<file path="src/rtl/can_filt_pkg.sv">
// Package: shared constants and types of the CAN acceptance filter.
// Assumes the bank geometry is fixed: eight bytes and at most four filter slots per bank.
package can_filt_pkg;

    localparam int BYTES_PER_BANK = 8;
    localparam int SLOTS_PER_BANK = 4;
    localparam int SLOT_W         = 2;
    localparam int CTL_ADDR       = 8;

    // Split of a bank's eight bytes into filters.
    typedef enum logic [1:0] {
        SCALE_8X4  = 2'b00,
        SCALE_MIX  = 2'b01,
        SCALE_16X2 = 2'b10,
        SCALE_32X1 = 2'b11
    } scale_e;

    typedef struct packed {
        logic   en;
        scale_e scale;
    } bank_ctl_t;

    typedef struct packed {
        logic [10:0] std_id;
        logic [17:0] ext_id;
        logic        ide;
        logic        rtr;
    } frame_t;

    // Key compared by a 32-bit filter; the lowest bit is padding.
    function automatic logic [31:0] key_wide(input frame_t f);
        return {f.std_id, f.ide, f.ext_id, f.rtr, 1'b0};
    endfunction

    // Key compared by a 16-bit filter; the three lowest bits are padding.
    function automatic logic [15:0] key_half(input frame_t f);
        return {f.std_id, f.rtr, f.ide, 3'b000};
    endfunction

endpackage

</file>
<file path="src/rtl/can_filt_cfg.sv">
// Module: can_filt_cfg
// Holds the configuration bytes and the control byte of every bank.
// Assumes single-byte writes; an address or a bank outside the map is dropped.
module can_filt_cfg
    import can_filt_pkg::*;
#(
    parameter int NUM_BANKS = 6,
    parameter int BANK_W    = 3
) (
    input  logic                                               clk,
    input  logic                                               rst_n,
    input  logic                                               cfg_we,
    input  logic [BANK_W-1:0]                                  cfg_bank,
    input  logic [3:0]                                         cfg_addr,
    input  logic [7:0]                                         cfg_wdata,
    output logic [NUM_BANKS-1:0][BYTES_PER_BANK-1:0][7:0]      cfg_bytes,
    output bank_ctl_t [NUM_BANKS-1:0]                          bank_ctl
);

    logic wr_ok;
    logic is_byte;
    logic is_ctl;

    // Decode whether the write lands in the map at all.
    always_comb begin
        wr_ok   = cfg_we && (int'(cfg_bank) < NUM_BANKS);
        is_byte = (int'(cfg_addr) < BYTES_PER_BANK);
        is_ctl  = (int'(cfg_addr) == CTL_ADDR);
    end

    for (genvar b = 0; b < NUM_BANKS; b++) begin : g_bank
        // Store one bank's bytes and control, cleared by reset.
        always_ff @(posedge clk) begin
            if (!rst_n) begin
                cfg_bytes[b]       <= '0;
                bank_ctl[b].en     <= 1'b0;
                bank_ctl[b].scale  <= SCALE_8X4;
            end else if (wr_ok && (int'(cfg_bank) == b)) begin
                if (is_byte) begin
                    cfg_bytes[b][cfg_addr[2:0]] <= cfg_wdata;
                end else if (is_ctl) begin
                    bank_ctl[b].en    <= cfg_wdata[2];
                    bank_ctl[b].scale <= scale_e'(cfg_wdata[1:0]);
                end
            end
        end
    end

    // a write outside the map leaves all stored configuration untouched.
    a_r10_stray_write_ignored: assert property (@(posedge clk) disable iff (!rst_n)
        (cfg_we && ((int'(cfg_bank) >= NUM_BANKS) || (int'(cfg_addr) > CTL_ADDR)))
        |=> ($stable(cfg_bytes) && $stable(bank_ctl)));

endmodule

</file>
<file path="src/rtl/can_filt_bank.sv">
// Module: can_filt_bank
// Matches one frame against the filters of one bank at the bank's scale.
// Assumes configuration is stable while a frame is evaluated; purely combinational.
module can_filt_bank
    import can_filt_pkg::*;
(
    input  logic [BYTES_PER_BANK-1:0][7:0] bank_bytes,
    input  bank_ctl_t                      ctl,
    input  frame_t                         frm,
    output logic [SLOTS_PER_BANK-1:0]      hit
);

    localparam logic [31:0] WIDE_CARE = 32'hFFFF_FFFE;
    localparam logic [15:0] HALF_CARE = 16'hFFF8;
    localparam int          NUM_HALF  = BYTES_PER_BANK / 4;
    localparam int          NUM_NARROW = BYTES_PER_BANK / 2;

    logic [31:0]           k_wide;
    logic [15:0]           k_half;
    logic [7:0]            k_narrow;
    logic                  m_wide;
    logic [NUM_HALF-1:0]   m_half;
    logic [NUM_NARROW-1:0] m_narrow;

    // Form the keys each filter width compares.
    always_comb begin
        k_wide   = key_wide(frm);
        k_half   = key_half(frm);
        k_narrow = frm.std_id[10:3];
    end

    // Compare the single wide filter over all eight bytes.
    always_comb begin
        m_wide = (((k_wide ^ {bank_bytes[0], bank_bytes[1], bank_bytes[2], bank_bytes[3]})
                  & {bank_bytes[4], bank_bytes[5], bank_bytes[6], bank_bytes[7]}
                  & WIDE_CARE) == '0);
    end

    for (genvar j = 0; j < NUM_HALF; j++) begin : g_half
        // Compare one 16-bit filter taking value and mask from a four-byte group.
        always_comb begin
            m_half[j] = (((k_half ^ {bank_bytes[4*j], bank_bytes[4*j+1]})
                         & {bank_bytes[4*j+2], bank_bytes[4*j+3]}
                         & HALF_CARE) == '0);
        end
    end

    for (genvar k = 0; k < NUM_NARROW; k++) begin : g_narrow
        // Compare one 8-bit filter taking value and mask from a byte pair.
        always_comb begin
            m_narrow[k] = (((k_narrow ^ bank_bytes[2*k]) & bank_bytes[2*k+1]) == '0);
        end
    end

    // Route the comparator results to slot positions according to the scale.
    always_comb begin
        hit = '0;
        if (ctl.en) begin
            unique case (ctl.scale)
                SCALE_8X4:  hit = m_narrow;
                SCALE_MIX:  hit = {1'b0, m_narrow[3], m_narrow[2], m_half[0]};
                SCALE_16X2: hit = {2'b00, m_half};
                SCALE_32X1: hit = {3'b000, m_wide};
                default:    hit = '0;
            endcase
        end
    end

endmodule

</file>
<file path="src/rtl/can_filt_prio.sv">
// Module: can_filt_prio
// Picks the lowest-numbered set request and returns its number.
// Assumes the request vector is ordered bank-major, then by slot.
module can_filt_prio #(
    parameter int N     = 24,
    parameter int IDX_W = 5
) (
    input  logic [N-1:0]     req,
    output logic             any,
    output logic [IDX_W-1:0] idx
);

    // Scan from the top so the lowest set request is the last one kept.
    always_comb begin
        any = 1'b0;
        idx = '0;
        for (int i = N - 1; i >= 0; i--) begin
            if (req[i]) begin
                any = 1'b1;
                idx = IDX_W'(i);
            end
        end
    end

endmodule

</file>
<file path="src/rtl/can_accept_filter.sv">
// Module: can_accept_filter (top)
// Acceptance filter: registered accept decision and winning filter number,
// produced one clock after each frame strobe.
// Assumes the frame fields are valid only in the cycle frm_valid is high.
module can_accept_filter
    import can_filt_pkg::*;
#(
    parameter int NUM_BANKS = 6,
    parameter int BANK_W    = $clog2(NUM_BANKS),
    parameter int IDX_W     = $clog2(NUM_BANKS * SLOTS_PER_BANK)
) (
    input  logic              clk,
    input  logic              rst_n,
    input  logic              cfg_we,
    input  logic [BANK_W-1:0] cfg_bank,
    input  logic [3:0]        cfg_addr,
    input  logic [7:0]        cfg_wdata,
    input  logic              frm_valid,
    input  logic [10:0]       frm_std_id,
    input  logic [17:0]       frm_ext_id,
    input  logic              frm_ide,
    input  logic              frm_rtr,
    output logic              out_valid,
    output logic              out_accept,
    output logic [IDX_W-1:0]  out_index
);

    localparam int NHIT = NUM_BANKS * SLOTS_PER_BANK;

    logic [NUM_BANKS-1:0][BYTES_PER_BANK-1:0][7:0] cfg_bytes;
    bank_ctl_t [NUM_BANKS-1:0]                     bank_ctl;
    logic [NUM_BANKS-1:0]                          en_vec;
    logic [NHIT-1:0]                               hit_flat;
    logic                                          win_any;
    logic [IDX_W-1:0]                              win_idx;
    frame_t                                        frm;

    // Bundle the frame fields for the bank comparators.
    always_comb begin
        frm.std_id = frm_std_id;
        frm.ext_id = frm_ext_id;
        frm.ide    = frm_ide;
        frm.rtr    = frm_rtr;
    end

    can_filt_cfg #(
        .NUM_BANKS (NUM_BANKS),
        .BANK_W    (BANK_W)
    ) u_cfg (
        .clk       (clk),
        .rst_n     (rst_n),
        .cfg_we    (cfg_we),
        .cfg_bank  (cfg_bank),
        .cfg_addr  (cfg_addr),
        .cfg_wdata (cfg_wdata),
        .cfg_bytes (cfg_bytes),
        .bank_ctl  (bank_ctl)
    );

    for (genvar b = 0; b < NUM_BANKS; b++) begin : g_bank
        assign en_vec[b] = bank_ctl[b].en;

        can_filt_bank u_bank (
            .bank_bytes (cfg_bytes[b]),
            .ctl        (bank_ctl[b]),
            .frm        (frm),
            .hit        (hit_flat[b*SLOTS_PER_BANK +: SLOTS_PER_BANK])
        );
    end

    can_filt_prio #(
        .N     (NHIT),
        .IDX_W (IDX_W)
    ) u_prio (
        .req (hit_flat),
        .any (win_any),
        .idx (win_idx)
    );

    // Register the decision; outputs read zero outside the result cycle.
    always_ff @(posedge clk) begin
        if (!rst_n) begin
            out_valid  <= 1'b0;
            out_accept <= 1'b0;
            out_index  <= '0;
        end else begin
            out_valid  <= frm_valid;
            out_accept <= frm_valid && win_any;
            out_index  <= (frm_valid && win_any) ? win_idx : '0;
        end
    end

    // each strobe yields a result in the very next cycle.
    a_r2_result_follows: assert property (@(posedge clk) disable iff (!rst_n)
        frm_valid |=> out_valid);

    // no strobe, no result, and the result fields stay zero.
    a_r2_quiet_without_frame: assert property (@(posedge clk) disable iff (!rst_n)
        !frm_valid |=> (!out_valid && !out_accept && out_index == '0));

    // the reported filter had actually matched the frame.
    a_r8_winner_matched: assert property (@(posedge clk) disable iff (!rst_n)
        out_accept |-> ((($past(hit_flat) >> out_index) & NHIT'(1)) != '0));

    // no lower-numbered filter had matched.
    a_r8_no_lower_match: assert property (@(posedge clk) disable iff (!rst_n)
        out_accept |-> (($past(hit_flat) & ((NHIT'(1) << out_index) - NHIT'(1))) == '0));

    // the winning bank was enabled when the frame was evaluated.
    a_r9_winner_enabled: assert property (@(posedge clk) disable iff (!rst_n)
        out_accept |-> ((($past(en_vec) >> (out_index >> SLOT_W)) & NUM_BANKS'(1)) != '0));

endmodule

</file>
<file path="config.mk">
export PLATFORM = sky130hd
export DESIGN_NAME = can_accept_filter
export DESIGN_NICKNAME = d
export VERILOG_FILES = /design/src/rtl/can_filt_pkg.sv /design/src/rtl/can_filt_cfg.sv /design/src/rtl/can_filt_bank.sv /design/src/rtl/can_filt_prio.sv /design/src/rtl/can_accept_filter.sv
export SDC_FILE = /design/constraint.sdc
export NUM_CORES = 1
export LEC_CHECK = 0
export BUFFER_PORTS_ARGS = -buffer_cell sky130_fd_sc_hd__clkbuf_2
export CAP_MARGIN = 20
export CORE_MARGIN = 2
export CORE_UTILIZATION = 59
export CTS_BUF_LIST = sky130_fd_sc_hd__clkbuf_4
export CTS_CLUSTER_DIAMETER = 100
export DETAILED_ROUTE_END_ITERATION = 7
export HOLD_SLACK_MARGIN = 0.03
export PLACE_DENSITY = 0.82
export SETUP_SLACK_MARGIN = 0.2
export SLEW_MARGIN = 10
export SYNTH_ARGS = -nofsm -noshare
export SYNTH_HDL_FRONTEND = slang
export SYNTH_HIERARCHICAL = 1
export SYNTH_SLANG_ARGS = --single-unit
</file>
<file path="constraint.sdc">
create_clock -name clk -period 2.7 [get_ports clk]
set_input_delay 0.675 -clock clk [delete_from_list [all_inputs] [get_ports clk]]
set_output_delay 0.675 -clock clk [all_outputs]
set_load 0.05 [all_outputs]
</file>
; Word-level counts from Yosys, hierarchy flattened
; Cells that the tools add are included.
[totals]
elab_cells = 324
regBits = 409
output_inout_bits = 7
input_bits = 50
[classes]
n_mux = 67
bitwise_logic = 87
eq_ne = 24
magnitude_cmp = 4
reduce_logical = 75
[op_table]
columns = cell, count
row1 = bitwise mux 64 bit, 6
row2 = AND 16 bit, 12
row3 = AND 32 bit, 6
row4 = AND 8 bit, 24
row5 = zero test 16 bit, 12
row6 = zero test 32 bit, 6
row7 = zero test 8 bit, 24
row8 = XOR 16 bit, 12
row9 = XOR 32 bit, 6
row10 = XOR 8 bit, 24
row11 = one-hot mux 4 bit (4 select lines), 6
row12 = two-way mux 4 bit, 14
row13 = two-way mux 5 bit, 8
row14 = two-way mux 1 bit, 25
row15 = demux 8 bit (select 3 bit), 1
row16 = "equality test 2 bit, second input constant", 12
row17 = AND reduction 3 bit, 6
row18 = OR reduction 18 bit, 1
row19 = "equality test 2 x 1 -> 1 bit, second input constant", 6
row20 = "equality test 3 bit, second input constant", 4
row21 = zero test 2 bit, 6
row22 = two-way mux 3 bit, 4
row23 = AND reduction 2 bit, 6
row24 = OR reduction 10 bit, 1
row25 = other kinds (14), 25

; Logic depth before layout (Yosys ltp)
[logic_depth]
depth_word = 32
ltp_mapped = 10
depth_no_buf = 10

; By module
; Netlist, hierarchy kept.
[modules_own_cells]
columns = module, area_each_um2, seq_area_each_um2, instances, cells_each
row1 = can_filt_cfg, 14990.6, 8047.7, 1, 1396
row2 = can_filt_bank, 1044.8, 0.0, 6, 135
row3 = can_filt_prio, 291.5, 0.0, 1, 47
row4 = can_accept_filter, 198.9, 140.1, 1, 14

; Worst setup path before layout
; No wires, ideal clock.
[synth_path]
path_kind = input to register
from = input frm_std_id[4]
to = register out_accept
arrival_time_ns = 2.595
path_buffers = 0
required_ns = 2.584
slack_ns = -0.012
path_stages = 9
setup_time_ns = 0.116
path_cell_list = xor2_1 > a222oi_1 > nand3_1 > a211oi_1 > o311a_1 > or4_4 > nor4b_2 > nand2_1 > and3_2
[synth_between]
elab_cells_between_ends = 163
classes_between = mux (36) / bitwise (84) / reduce/logical (43)
[synth_lines]
columns = item, line
row1 = from (decl), can_accept_filter.sv:19  ; input logic [10:0] frm_std_id,
row2 = "XOR 32 bit, or another cell as far along", can_filt_bank.sv:34  ; m_wide = (((k_wide ^ {bank_bytes[0], bank_bytes[1], bank_bytes[2], bank_bytes[3]})
row3 = "AND 32 bit, or another cell as far along", can_filt_bank.sv:35  ; & {bank_bytes[4], bank_bytes[5], bank_bytes[6], bank_bytes[7]}
row4 = "zero test 32 bit, or another cell as far along", can_filt_bank.sv:34
row5 = one-hot mux 4 bit (4 select lines) *, can_filt_bank.sv:59  ; unique case (ctl.scale)
row6 = two-way mux 4 bit *, can_filt_bank.sv:58  ; if (ctl.en) begin
row7 = net hit_flat[16], can_accept_filter.sv:33  ; logic [NHIT-1:0] hit_flat;
row8 = two-way mux 1 bit * (17 in series), can_filt_prio.sv:18  ; if (req[i]) begin
row9 = net win_any, can_accept_filter.sv:34  ; logic win_any;
row10 = logical AND 1 bit *, can_accept_filter.sv:88  ; out_accept <= frm_valid && win_any;
row11 = to (signal assigned), can_accept_filter.sv:88
row12 = to (decl), can_accept_filter.sv:24  ; output logic out_accept,
; Mark *: on every way through the listed nets, which the timed path passes. The rest lies on a longest branch.
; A chain may end at the register's enable or synchronous reset.

; Worst setup path in the final report
[layout_path]
from = input frm_ext_id[14]
to = register out_accept
[layout_between]
elab_cells_between_ends = 52
classes_between = mux (33) / bitwise (12) / reduce/logical (7)
[layout_lines]
columns = item, line
row1 = from (decl), can_accept_filter.sv:20  ; input logic [17:0] frm_ext_id,
row2 = XOR 32 bit, can_filt_bank.sv:34
row3 = AND 32 bit, can_filt_bank.sv:35
row4 = zero test 32 bit, can_filt_bank.sv:34
row5 = one-hot mux 4 bit (4 select lines), can_filt_bank.sv:59
row6 = two-way mux 4 bit, can_filt_bank.sv:58
row7 = net hit_flat[0], can_accept_filter.sv:33
row8 = two-way mux 1 bit, can_filt_prio.sv:18
row9 = net win_any, can_accept_filter.sv:34
row10 = logical AND 1 bit, can_accept_filter.sv:88
; The timed path passes the listed nets, and every way through them passes these cells.

==> flow_summary.yaml <==
synth:
  ys_seq_area_frac: 0.3765
  synth_commonest_cells: "nand2_1 (460), dfxtp_1 (409), mux2i_1 (402), xor2_1 (372), a22oi_1 (240)"
  synth_mux_area_frac: 0.1850
  synth_most_common_cell: "nand2_1"
  synthSimpleGateAreaFrac: 0.1571
  synth.area.top_cells: "dfxtp_1 (38%), mux2i_1 (19%), xor2_1 (15%), a22oi_1 (8.3%), nand2_1 (7.9%)"
  syn_inst: 2267
  syn_area_um2: 21750
  ys.flop_type: "dfxtp_1"
  synth_top_area_share: 0.3765
  syn-num-nets: 2317
  avgSynthCellArea_um2: 9.594
  synth_compound_gate_area_share: 0.1100
  yosys_register_bits: 409
  ys_warn_count: 6
  synth_top_family_by_area: "multiplexers"
  synth_area_leader_cell: "dfxtp_1"
  synthArstFlopShare: 0
  synthAdderAreaFrac: 0
  synth-xor-area-share: 0.1498
  synth_edf_count: 0
  ys_types: 58
floorplan:
  rows: 70
  die_h_um: 196
  io_pins: 57
  start_util: 0.5969
  core_um2: 36430
  die_area_um2: 38420
  die_x_um: 196
worst_setup_path:
  slowest_delay_ns: 0.38
  crit_start: "frm_ext_id[14]"
  r2r_end: "out_index[1]$_SDFF_PN0_"
  critPathCaptureType: "flip-flop"
  critical_path_depth: 13
  crit_chain: "buf_2 -> buf_4 -> xor2_1 -> a22oi_1 -> nand4_1 -> nor4_1 -> buf_4 -> o311a_1 -> nor4_2 -> nand2_1 -> nor2_2 -> nand2_2 -> and3_2"
  critical_path_class: "input port to flip-flop"
  cp_max_fo: 6
  critPathLaunchType: "input port"
  r2r_slack_ns: 0.13
  cp-endpoint: "out_accept$_SDFF_PN0_"
  crit_family: "simple AND/OR/NAND/NOR gates"
  cpMaxStageDelayCell: "buf_2"
  crit-reg2reg-launch: "u_cfg/cfg_bytes[207]$_SDFFE_PN0P_"
  cp_common_cell: "buf_4"
  rr_worst_depth: 10
  path_buf_inv: 3
  critPathArrivalTime_ns: 3.34
  required_ns: 3.45
route:
  num_vias: 20380
  drt-total-wl_um: 87260
  drc: 0
  via_per_inst: 6.474
  dr.pass1.iters: 8
  drt-initial-drc-count: 2674
  drt-wirelength-per-cell_um: 27.73
  ant_nets: 0
timing:
  setup_viol: 0
  timing.final.ws_setup_ns: 0.1008
  fmax_mhz: 384.7
  holdWs_ns: 0.1749
  skew_ns: 0.03602
  slew_headroom: 0.3374
  finalHoldViolCount: 0
  worst_pin_slew_ns: 0.9938
  finalCriticalPeriod_ns: 2.599
  final.period_utilization: 0.9627
  rsz0062_at_grt: "true"
  slew_violations: 0
clock_network:
  clock_latency_ns: 0.86
  hold_buffers: 0
  root_buffer: "clkbuf_4"
  numCtsBuffers: 107
  path_clk_slew_ns: 0.06
  clock_tree.htree_level_count: 3
  cts_tree: "built"
  clk_path_buf_depth: 3
  clock-sinks: 409
grt:
  grt_use_total: 0.4464
  grt_first_pass_wirelength_um: 127100
  grt_max_degree: 207
  grt_overflow_total: 0
  grt_pass1_vias: 20020
  antenna_found_initial: 2
outcome:
  status: "finished clean"
layout:
  fill_cells: 2689
  register_area_um2: 8248
  stdcell_count: 3147
  fin_util: 0.7303
  nets: 2643
  area_growth_pct: 22.34
  multi_input_area_um2: 13700
  drive_gt1_frac: 0.2515
place:
  gp_congestion: 1.014
  place_ws_ns: -0.6869
  dp_hpwl_um: 61510
  io_buffers: 56
  dp_cells: 2942
pwr:
  powerDensity_nw_per_um2: 492.6
  total_leakage_power_nw: 12.89
  irDropWorstVdd_mv: 0.5139
  finalPower_mw: 13.11
job:
  maxCapViolCount: 0
min_path:
  hold_class: "input port to flip-flop"
==> sequential cells by signal, summed over array words and instances, names as in the netlist <==
| name | count |
|---|---|
| out_accept | 1 |
| out_valid | 1 |
| u_cfg/cfg_bytes | 384 |
| out_index | 5 |
| u_cfg/bank_ctl | 18 |
==> where the power goes <==
group	leakage (nW)	internal [mW]	switching [mW]	total [mW]
logic	8.74	0.467	0.897	1.36
registers	3.31	6.04	0.0195	6.06
clock network	0.838	3.00	2.69	5.69
==> per-layer routing <==
layer,track usage,vias to the layer above,share of wire
met1,0.6055,9925,0.40
met2,0.6661,1348,0.43
li1,-,8791,-
met3,0.1030,309,0.12
met4,0.2284,2,0.055
met5,0,-,0.00015
==> final cells by class <==
class,instances,area share
antenna,3,0.0002821
multi-input combinational,1749,0.5150
inverter,8,0.001129
timing repair buffer,318,0.09861
clock inverter,38,0.009546
clock buffer,154,0.04345
tap,468,0.02201
sequential,409,0.3100
==> how the worst min path moves through the flow <==
stage,start,end,slack [ns],depth (start not counted)
floorplan,u_cfg/cfg_bytes[120]$_SDFFE_PN0P_,u_cfg/cfg_bytes[120]$_SDFFE_PN0P_,0.43,2
global placement,u_cfg/cfg_bytes[376]$_SDFFE_PN0P_,u_cfg/cfg_bytes[376]$_SDFFE_PN0P_,0.44,2
detailed placement,u_cfg/cfg_bytes[24]$_SDFFE_PN0P_,u_cfg/cfg_bytes[24]$_SDFFE_PN0P_,0.46,2
CTS,frm_valid,out_valid$_SDFF_PN0_,0.12,2
global route,frm_valid,out_valid$_SDFF_PN0_,0.16,2
finish,frm_valid,out_valid$_SDFF_PN0_,0.17,2
==> placed cells by master, fill, tap and decap left out, types with 5 or more instances in the layout <==
master    count
nor2_4       10
nor2_1       13
mux2i_1     402
nand2_1     450
nor4b_4       6
o311a_1       6
nand3_1      12
xor2_1      332
xor2_2       34
buf_4       232
a22oi_2       8
nor3_1        5
o41ai_1       6
and4_1       11
a21oi_1       9
a22oi_1     232
inv_1         8
nand2_2      29
a222oi_1     12
clkbuf_2     54
dfxtp_2      30
nand4_1      45
clkbuf_4    154
or3_1         7
nand2_4      12
buf_12       29
xor2_4        6
nor4_2        6
dfxtp_4       6
nand2b_1      7
dfxtp_1     373
and4bb_2      9
and3_1        6
clkinv_2      5
nor2_8        5
clkinv_1     26
a21boi_0      6
==> through the flow <==
stage,setup TNS [ns],instance area [um2]
3_5_place_dp,-3.993,24600
5_1_grt,0,26610
4_1_cts,0,26180
2_1_floorplan,0,21880
6_report,0,26610
3_3_place_gp,-4.115,24600
==> cells by family (layout without fill, tap and decap cells) <==
kind of cell,Yosys count,count (layout)
simple gates,660,660
flops,409,409
compound gates,315,315
mux,402,402
buf+inv,109,518
other cells,0,3
xor+xnor,372,372
==> what timing repair did <==
action | CTS | global route
resized for setup | 32 | 83
setup buffers | 4 | 6
setup endpoints to repair | 6 | 6
pin swaps | 12 | 14
cloned | 0 | 0
Note: power is estimated with default switching activity, not from simulation.
